File: src/rtl/rs_enc_pkg.sv
package rs_enc_pkg;
  localparam int SYM_W = 8;
  localparam logic [SYM_W-1:0] FIELD_LOW = 8'h1D;  // x^8 term implied: 0x11D

  typedef logic [SYM_W-1:0] sym_t;

  typedef enum logic [1:0] {
    KIND_IDLE = 2'd0,
    KIND_INFO = 2'd1,
    KIND_PAR  = 2'd2
  } kind_e;

  // Shift-and-add product in GF(2^8)
  function automatic sym_t gf_mul(sym_t a, sym_t b);
    sym_t acc;
    sym_t aa;
    acc = '0;
    aa  = a;
    for (int i = 0; i < SYM_W; i++) begin
      if (b[i]) acc = acc ^ aa;
      aa = {aa[SYM_W-2:0], 1'b0} ^ (aa[SYM_W-1] ? FIELD_LOW : '0);
    end
    return acc;
  endfunction

  function automatic sym_t gf_alpha_pow(int e);
    sym_t x;
    x = 8'd1;
    for (int i = 0; i < e; i++) x = gf_mul(x, 8'd2);
    return x;
  endfunction

  // Coefficient idx of prod_{i<nroots} (x + alpha^i); nroots must be below 256
  function automatic sym_t gen_coef(int nroots, int idx);
    sym_t g [256];
    sym_t r;
    for (int j = 0; j < 256; j++) g[j] = '0;
    g[0] = 8'd1;
    for (int i = 0; i < nroots; i++) begin
      r = gf_alpha_pow(i);
      for (int j = i + 1; j > 0; j--) g[j] = g[j-1] ^ gf_mul(g[j], r);
      g[0] = gf_mul(g[0], r);
    end
    return g[idx];
  endfunction
endpackage

File: src/rtl/rs_parity_reg.sv
module rs_parity_reg
  import rs_enc_pkg::*;
#(
  parameter int NROOTS = 16
) (
  input  logic clk,
  input  logic rst,
  input  logic load,
  input  logic clr,
  input  logic shift,
  input  sym_t din,
  output sym_t top
);
  logic [NROOTS-1:0][SYM_W-1:0] stage;
  logic [NROOTS-1:0][SYM_W-1:0] nxt;
  sym_t fb;

  // A restarting byte sees an empty register
  assign fb = din ^ (clr ? '0 : stage[NROOTS-1]);

  generate
    for (genvar i = 0; i < NROOTS; i++) begin : g_stage
      localparam sym_t GC = gen_coef(NROOTS, i);
      sym_t below;
      if (i == 0) begin : g_lo
        assign below = '0;
      end else begin : g_up
        assign below = stage[i-1];
      end
      assign nxt[i] = load  ? ((clr ? '0 : below) ^ gf_mul(fb, GC)) :
                      shift ? below : stage[i];
    end
  endgenerate

  always_ff @(posedge clk) begin
    if (rst) stage <= '0;
    else     stage <= nxt;
  end

  assign top = stage[NROOTS-1];


  stall_keep_chk: assert property (@(posedge clk) disable iff (rst)
    (!load && !shift) |=> $stable(top));
endmodule

File: src/rtl/rs_frame_ctrl.sv
module rs_frame_ctrl
  import rs_enc_pkg::*;
#(
  parameter int K = 188,
  parameter int N = 204
) (
  input  logic  clk,
  input  logic  rst,
  input  logic  in_valid,
  input  logic  in_first,
  input  logic  out_ready,
  output logic  in_ready,
  output logic  out_valid,
  output logic  out_first,
  output logic  out_last,
  output kind_e kind,
  output logic  load,
  output logic  clr,
  output logic  shift,
  output logic  sel_par
);
  localparam int P   = N - K;
  localparam int CW  = $clog2(K + 1);
  localparam int PCW = (P > 1) ? $clog2(P) : 1;

  typedef enum logic {PH_INFO, PH_PAR} phase_e;

  phase_e         phase;
  logic [CW-1:0]  cnt;
  logic [CW-1:0]  cnt_nxt;
  logic [PCW-1:0] pcnt;
  logic           in_block;

  assign in_block  = in_first || (cnt != '0);
  assign sel_par   = (phase == PH_PAR);
  assign in_ready  = !sel_par && out_ready;
  assign out_valid = sel_par || (in_valid && in_block);
  assign load      = in_valid && in_ready && in_block;
  assign clr       = in_first;
  assign shift     = sel_par && out_ready;
  assign out_first = !sel_par && in_valid && in_first;
  assign out_last  = sel_par && (pcnt == PCW'(P - 1));
  assign cnt_nxt   = in_first ? CW'(1) : cnt + CW'(1);

  always_comb begin
    if (sel_par)        kind = KIND_PAR;
    else if (out_valid) kind = KIND_INFO;
    else                kind = KIND_IDLE;
  end

  always_ff @(posedge clk) begin
    if (rst) begin
      phase <= PH_INFO;
      cnt   <= '0;
      pcnt  <= '0;
    end else if (phase == PH_INFO) begin
      if (load) begin
        if (cnt_nxt == CW'(K)) begin
          phase <= PH_PAR;
          cnt   <= '0;
          pcnt  <= '0;
        end else begin
          cnt <= cnt_nxt;
        end
      end
    end else if (out_ready) begin
      if (pcnt == PCW'(P - 1)) begin
        phase <= PH_INFO;
        pcnt  <= '0;
      end else begin
        pcnt <= pcnt + PCW'(1);
      end
    end
  end


  last_returns_chk: assert property (@(posedge clk) disable iff (rst)
    (out_valid && out_ready && out_last) |=> (kind != KIND_PAR) && in_ready == out_ready);

  par_hold_chk: assert property (@(posedge clk) disable iff (rst)
    (kind == KIND_PAR && !out_ready) |=> (kind == KIND_PAR) && $stable(out_last));

  first_is_info_chk: assert property (@(posedge clk) disable iff (rst)
    out_first |-> (kind == KIND_INFO));

  idle_kind_chk: assert property (@(posedge clk) disable iff (rst)
    !out_valid |-> (kind == KIND_IDLE));
endmodule

File: src/rtl/rs_frame_enc.sv
module rs_frame_enc
  import rs_enc_pkg::*;
#(
  parameter int K = 188,
  parameter int N = 204
) (
  input  logic       clk,
  input  logic       rst,
  input  logic       in_valid,
  output logic       in_ready,
  input  logic       in_first,
  input  logic [7:0] in_data,
  output logic       out_valid,
  input  logic       out_ready,
  output logic [7:0] out_data,
  output logic       out_first,
  output logic       out_last,
  output logic [1:0] out_kind
);
  localparam int P = N - K;

  logic  load, clr, shift, sel_par;
  kind_e kind;
  sym_t  par_top;

  rs_frame_ctrl #(.K(K), .N(N)) u_ctrl (
    .clk(clk), .rst(rst),
    .in_valid(in_valid), .in_first(in_first), .out_ready(out_ready),
    .in_ready(in_ready), .out_valid(out_valid),
    .out_first(out_first), .out_last(out_last), .kind(kind),
    .load(load), .clr(clr), .shift(shift), .sel_par(sel_par)
  );

  rs_parity_reg #(.NROOTS(P)) u_par (
    .clk(clk), .rst(rst),
    .load(load), .clr(clr), .shift(shift),
    .din(in_data), .top(par_top)
  );

  assign out_data = sel_par ? par_top : in_data;
  assign out_kind = kind;

  // Checker counter: accepted parity beats in the current codeword
  localparam int BW = $clog2(P + 1);
  logic [BW-1:0] par_beats;
  always_ff @(posedge clk) begin
    if (rst) par_beats <= '0;
    else if (out_valid && out_ready && out_kind == 2'd2)
      par_beats <= out_last ? '0 : par_beats + BW'(1);
  end


  par_count_chk: assert property (@(posedge clk) disable iff (rst)
    (out_valid && out_ready && out_last) |-> (par_beats == BW'(P - 1)));

  par_blocks_in_chk: assert property (@(posedge clk) disable iff (rst)
    (out_kind == 2'd2) |-> !in_ready && out_valid);

  par_data_hold_chk: assert property (@(posedge clk) disable iff (rst)
    (out_kind == 2'd2 && !out_ready) |=> $stable(out_data));

  pass_through_chk: assert property (@(posedge clk) disable iff (rst)
    (out_kind == 2'd1) |-> (out_data == in_data) && in_valid);
endmodule

File: config.mk
export PLATFORM = sky130hd
export DESIGN_NAME = rs_frame_enc
export DESIGN_NICKNAME = d
export VERILOG_FILES = /design/src/rtl/rs_enc_pkg.sv /design/src/rtl/rs_parity_reg.sv /design/src/rtl/rs_frame_ctrl.sv /design/src/rtl/rs_frame_enc.sv
export SDC_FILE = /design/constraint.sdc
export NUM_CORES = 1
export LEC_CHECK = 0
export BUFFER_PORTS_ARGS = -buffer_cell sky130_fd_sc_hd__buf_2
export CAP_MARGIN = 10
export CORE_ASPECT_RATIO = 1.4
export CORE_MARGIN = 2
export CORE_UTILIZATION = 57
export CTS_BUF_LIST = sky130_fd_sc_hd__clkbuf_16
export DETAILED_ROUTE_END_ITERATION = 8
export GPL_TIMING_DRIVEN = 1
export PLACE_DENSITY = 0.8
export SYNTH_ARGS = -nofsm -noshare
export SYNTH_HDL_FRONTEND = slang
export SYNTH_SLANG_ARGS = --single-unit
File: constraint.sdc
create_clock -name clk -period 5.4 [get_ports clk]
set_clock_uncertainty 0.15 [all_clocks]
set_input_delay 0.81 -clock clk [delete_from_list [all_inputs] [get_ports clk]]
set_output_delay 0.81 -clock clk [all_outputs]
set_load 0.005 [all_outputs]
==> run_results.csv, run 1 <==
group,metric,value,unit
outcome,status,"complete, no violations",
clock_tree,postCtsSetupBuffers,0,
synth,async_flop_share,0,
setup_path,start_kind,"input port",
clock_tree,clk_pin_slew,0.06,ns
timing,timing.final.crit_share,0.640,
synth,synth_top_area_cell,"dfxtp_1",
setup_path,critPathRequiredTime,5.60,ns
timing,finalSetupViolCount,0,
synth,synth_edf_count,0,
timing,rsz0062_at_grt,"no",
clock_tree,cts_resized,0,
synth,syn_area_per_cell,8.07,um2
finish,drive_gt1_frac,0.103,
clock_tree,htreeDepth,4,
routing,wl_per_cell,19.4,um
clock_tree,cts-root-buf,"clkbuf_16",
routing,avgViaCountPerCell,6.21,
setup_path,cp.arrival,3.65,ns
clock_tree,clockBufferDepth,2,
grt,antenna_found_initial,0,
die,ios,27,
die,die_w,115,um
finish,area_growth,7.31,%
routing,drtIter0Drc,1154,
place,routabilityCongestion,0.948,
die,num_rows,56,
routing,firstDrtPassIters,6,
synth,ys.warnings.count,0,
synth,synthTopCellsByArea,"dfxtp_1 29%, xnor2_1 11%, nand2_1 7.0%, a21oi_1 6.1%, nor2_1 4.9%",
routing,drcViolationCount,0,
finish,antenna_cells,0,
routing,postRouteAntennaNets,0,
setup_path,path_cells,"buf_4 -> nor2b_1 -> xnor2_1 -> xnor3_2 -> xor2_2 -> xnor3_1 -> nand2_1 -> xnor2_1 -> a211oi_1",
routing,wirelength,27.7,mm
setup_path,crit_top_cell,"xnor2_1",
routing,vias,8841,
setup_path,worst_setup_path_end_kind,"flip-flop",
synth,ys_seq_elements,141,
grt,grt_start_max_net_pins,92,
place,port_buffers,26,
clock_tree,clkSinkCount,141,
die,fp.coreArea,16900,um2
die,start_util,0.584,
power_and_ir_drop,ir_worst_vdd,0.225,mV
grt,grt_pass1_vias,8070,
grt,overflow,0,
setup_path,path_class,"input port to flip-flop",
timing,finalSetupTns,0,ns
clock_tree,cts_tree,"built",
setup_path,max_stage_delay,0.59,ns
setup_path,critical_path.slowest_cell,"xnor3_2",
timing,slew_headroom,0.355,
synth,synth_top_cell_area_share,0.286,
place,dpl.hpwl,18.3,mm
min_path,min_path_type,"flip-flop to flip-flop",
synth,netlist_instances,1223,
synth,synth_flop_cell,"dfxtp_1",
die,die_h,160,um
grt,grt_pass1_wl,43.4,mm
timing,final-hold-violation-count,0,
power_and_ir_drop,p_leak,3.59,nW
finish,fin_util,0.627,
synth,synth_nets,1239,
synth,synth_cell_type_count,66,
timing,worst_pin_slew,0.967,ns
synth,synth_common_cells,"185 x nand2_1, 141 x dfxtp_1, 128 x nor2_1, 122 x xnor2_1, 120 x a21oi_1",
clock_tree,postCtsHoldBufs,0,
timing,report.final.slew_viol_count,0,
flow_run,cap_violations,0,
timing,max_clock_freq,289,MHz
power_and_ir_drop,power.density,331,nW/um2
grt,track_usage,0.303,
clock_tree,clkLatencyLatePin,0.43,ns
synth,synth_area,9860,um2
setup_path,critPathMaxFanout,62,
synth,synth_seq_area_share,0.286,
clock_tree,cts_buffers,17,
finish,nNetsFinal,1195,
die,dieArea,18400,um2
timing,fin_crit,3.45,ns
synth,yosysMostFrequentCell,"nand2_1",
[path summary, 6_finish.rpt]
| path | from | to | slack (ns) | cells after the start |
|---|---|---|---|---|
| setup / recovery | in_first | u_par.g_stage[10].below[2]$_SDFFE_PP0P_ | 1.95 | 9 |
| hold / removal | u_par.g_stage[9].below[2]$_SDFFE_PP0P_ | u_par.g_stage[9].below[2]$_SDFFE_PP0P_ | 0.30 | 2 |
| setup reg to reg | u_par.top[5]$_SDFFE_PP0P_ | u_par.g_stage[10].below[2]$_SDFFE_PP0P_ | 2.11 | 8 |
| hold reg to reg | u_par.g_stage[9].below[2]$_SDFFE_PP0P_ | u_par.g_stage[9].below[2]$_SDFFE_PP0P_ | 0.30 | 2 |
[layout by cell type, fill, tap and decap left out, drive strengths merged, types with 15 or more instances in the layout]
cell type	netlist	routed
mux2i	15	15
o21ai	55	55
nor3	21	21
a21oi	120	120
o221ai	19	19
nand2	185	185
a211oi	53	53
buf	23	42
xnor3	19	19
clkbuf	82	17
xor2	55	55
nor2	133	133
dfxtp	141	141
xnor2	138	138
[kinds of logic (layout without fill, tap and decap cells)]
kind of cell    after synthesis  count (layout)  synth area share
buf+inv                     113              82            0.0498
fa+ha+maj                     3               3           0.00381
xor+xnor                    213             213             0.247
flops                       141             141             0.286
compound gates              321             321             0.206
simple gates                408             408             0.181
mux                          24              24            0.0255
[registers in the layout (all words and copies together), names as in the netlist]
signal / flops
u_par.top: 8
u_ctrl.pcnt: 4
u_ctrl.sel_par: 1
u_ctrl.cnt: 8
u_par.g_stage.below: 120
[final cells by class]
class | instances | area [um2]
flip-flops and latches | 141 | 2820
clock inverters | 15 | 173
repair buffers | 42 | 280
fillers | 1439 | 6300
multi-input cells | 969 | 6560
inverters | 8 | 30.0
clock buffers | 17 | 425
well taps | 232 | 290
[worst max-delay path: cells and delay by family]
kind | cells | cell delay [ns]
simple gates | 2 | 0.30
buf+inv | 1 | 0.55
xor+xnor | 5 | 1.72
compound gates | 1 | 0.23
[per-stage QoR]
| step | area (um2) | hold WS, ns | power, W | worst slack (ns) | instances |
|---|---|---|---|---|---|
| finish | 10600 | 0.303 | 0.00350 | 1.95 | 1424 |
| CTS | 10600 | 0.304 | 0.00348 | 2.02 | 1424 |
| global route | 10600 | 0.324 | 0.00363 | 1.81 | 1424 |
| floorplan | 9860 | 0.282 | 0.00202 | 2.32 | 1223 |
| global placement | 9990 | 0.289 | 0.00226 | 1.63 | 1392 |
| detailed placement | 9990 | 0.294 | 0.00227 | 1.58 | 1392 |
[power breakdown]
| part | switching (W) | internal [W] |
|---|---|---|
| sequential | 0.0000489 | 0.00109 |
| combinational | 0.000684 | 0.000465 |
| clock | 0.000488 | 0.000725 |
| total | 0.00122 | 0.00228 |
[routing by layer]
layer / vias to the layer above / track usage / share of wire
met3: 113 / 0.0607 / 0.080
met1: 4160 / 0.377 / 0.39
met2: 426 / 0.473 / 0.47
met4: 0 / 0.196 / 0.065
li1: 4142 / - / -
met5: - / 0 / 0
No activity file was read; power rests on OpenSTA's default activity.
==> inputs of run 2 (changes only) <==
- clock period: 5.4 -> 3.22 ns (I/O delays scaled with it)
==> run_results.csv, run 2 (same netlist as run 1, synthesis figures left out) <==
group,metric,value,unit
clock_tree,clk_pin_slew,0.06,ns
clock_tree,cts-root-buf,"clkbuf_16",
timing,worst_pin_slew,0.879,ns
min_path,hold_end,"u_ctrl.pcnt[1]$_SDFFE_PP0P_",
setup_path,critPathMaxFanout,7,
finish,final_cell_mix,"183 x nand2_1, 140 x dfxtp_1, 128 x nor2_1",
routing,firstDrtPassIters,6,
clock_tree,clkSinkCount,141,
place,dpl.hpwl,19.8,mm
timing,rsz0062_at_grt,"no",
timing,whs,0.280,ns
setup_path,path_class,"flip-flop to flip-flop",
die,start_util,0.584,
finish,fin_util,0.651,
timing,final-hold-violation-count,0,
clock_tree,clockBufferDepth,2,
die,die_w,115,um
routing,wirelength,29.1,mm
setup_path,r2r-end,"u_par.g_stage[4].below[5]$_SDFFE_PP0P_",
min_path,hp-start,"out_ready",
routing,drtIter0Drc,917,
finish,seqCellArea,2820,um2
finish,design_area,11000,um2
routing,avgViaCountPerCell,6.23,
setup_path,cp.arrival,3.24,ns
setup_path,r2r_slack,0.14,ns
setup_path,critPathRequiredTime,3.38,ns
timing,fin_crit,3.08,ns
place,placed_area,10400,um2
routing,highest_layer,"met4",
grt,overflow,0,
routing,drcViolationCount,0,
min_path,min_path_type,"input port to flip-flop",
die,ios,27,
finish,area_growth,11.4,%
setup_path,path_cells,"xnor2_1 -> nor2_2 -> xnor2_4 -> buf_4 -> xnor2_1 -> buf_4 -> xnor2_1 -> o21ai_0 -> a221oi_1 -> nor3_1",
timing,max_clock_freq,324,MHz
clock_tree,cts_buffers,17,
timing,setup_ws,0.135,ns
power_and_ir_drop,ir_worst_vdd,0.418,mV
routing,postRouteAntennaNets,0,
power_and_ir_drop,power.density,546,nW/um2
place,port_buffers,26,
finish,final_common_cell,"nand2_1",
finish,nNetsFinal,1239,
setup_path,max_stage_delay,0.62,ns
finish,fillers,1387,
setup_path,crit_top_cell,"xnor2_1",
setup_path,cp_num_buf_inv,2,
clock_tree,cts_tree,"built",
finish,drive_gt1_frac,0.135,
grt,track_usage,0.318,
place,routabilityCongestion,0.951,
routing,met2_length,13.5,mm
timing,finalSetupTns,0,ns
routing,wl_met1,11.3,mm
power_and_ir_drop,p_leak,3.85,nW
finish,antenna_cells,0,
finish,multi_input_area,6560,um2
clock_tree,postCtsHoldBufs,0,
timing,finalSetupViolCount,0,
routing,wl_per_cell,19.8,um
timing,report.final.slew_viol_count,0,
place,pre_cts_slack,0.0705,ns
die,dieArea,18400,um2
die,fp.coreArea,16900,um2
die,die_h,160,um
routing,vias,9143,
routing,wl_met3,2.12,mm
grt,grt_start_max_net_pins,97,
timing,timing.final.crit_share,0.958,
setup_path,cp_top_family,"XOR/XNOR gates",
setup_path,r2r_cells,10,
grt,antenna_found_initial,0,
grt,grt_pass1_vias,8393,
setup_path,timing.rr.start,"u_par.top[6]$_SDFFE_PP0P_",
finish,largest_reg_flops,120,
die,num_rows,56,
grt,grt_pass1_wl,45.4,mm
timing,slew_headroom,0.411,
clock_tree,htreeDepth,4,
min_path,hold_depth,3,
flow_run,cap_violations,0,
clock_tree,clkLatencyLatePin,0.44,ns
setup_path,start_kind,"flip-flop",
setup_path,worst_setup_path_end_kind,"flip-flop",
outcome,status,"complete, no violations",
setup_path,critical_path.slowest_cell,"dfxtp_1",
[run 2: cell types whose count changed in the layout (fill, tap and decap cells not counted)]
cell | previous run | this run
buf_4 | 16 | 54
dfxtp_1 | 141 | 140
buf_12 | 2 | 8
inv_6 | 1 | 2
clkinvlp_4 | 3 | 2
inv_1 | 8 | 9
clkinv_2 | 3 | 2
dfxtp_2 | 0 | 1
[run 2: final cells by class]
cell class	instances	share of cell area
clock buffers	17	0.0387
clock inverters	15	0.0157
inverters	8	0.00273
multi-input cells	969	0.597
flip-flops and latches	141	0.257
well taps	232	0.0264
repair buffers	86	0.0624
[run 2: per-layer routing]
layer  GRT usage  up-vias
li1            -     4223
met1       0.391     4279
met3      0.0569      147
met4       0.202        0
met2       0.507      494
met5           0        -
[run 2: worst max-delay path by stage]
stage / startpoint / end / slack [ns] / cells after the start
after floorplan: in_data[4] / u_par.g_stage[4].below[3]$_SDFFE_PP0P_ / 0.47 / 8
after global placement: in_data[7] / u_par.g_stage[4].below[5]$_SDFFE_PP0P_ / 0.08 / 10
after detailed placement: in_data[7] / u_par.g_stage[4].below[5]$_SDFFE_PP0P_ / 0.07 / 10
after CTS: u_par.top[4]$_SDFFE_PP0P_ / u_par.g_stage[4].below[5]$_SDFFE_PP0P_ / 0.19 / 10
after global routing: u_par.top[7]$_SDFFE_PP0P_ / u_par.g_stage[4].below[5]$_SDFFE_PP0P_ / 0.006 / 11
final: u_par.top[6]$_SDFFE_PP0P_ / u_par.g_stage[4].below[5]$_SDFFE_PP0P_ / 0.14 / 10
[run 2: what timing repair did]
action	in CTS	in global routing
buffers inserted	0	0
resized for setup	0	1
endpoints found under the setup margin	0	1
[run 2: tightest hold or removal path, stage by stage]
cell and delay [ns]:
buf_2 0.18, nand3_1 0.10, a21oi_1 0.06
[run 2: where the power goes]
group | internal (W) | switching [W] | total (W)
registers | 0.00182 | 0.0000744 | 0.00190
clock network | 0.00122 | 0.000821 | 0.00204
logic | 0.000870 | 0.00119 | 0.00206
[run 2: stage by stage]
| stage | std cells | total power [W] |
|---|---|---|
| finish | 1468 | 0.00600 |
| global route | 1468 | 0.00620 |
| CTS | 1468 | 0.00596 |
| detailed placement | 1436 | 0.00393 |
| global placement | 1436 | 0.00390 |
| floorplan | 1223 | 0.00339 |
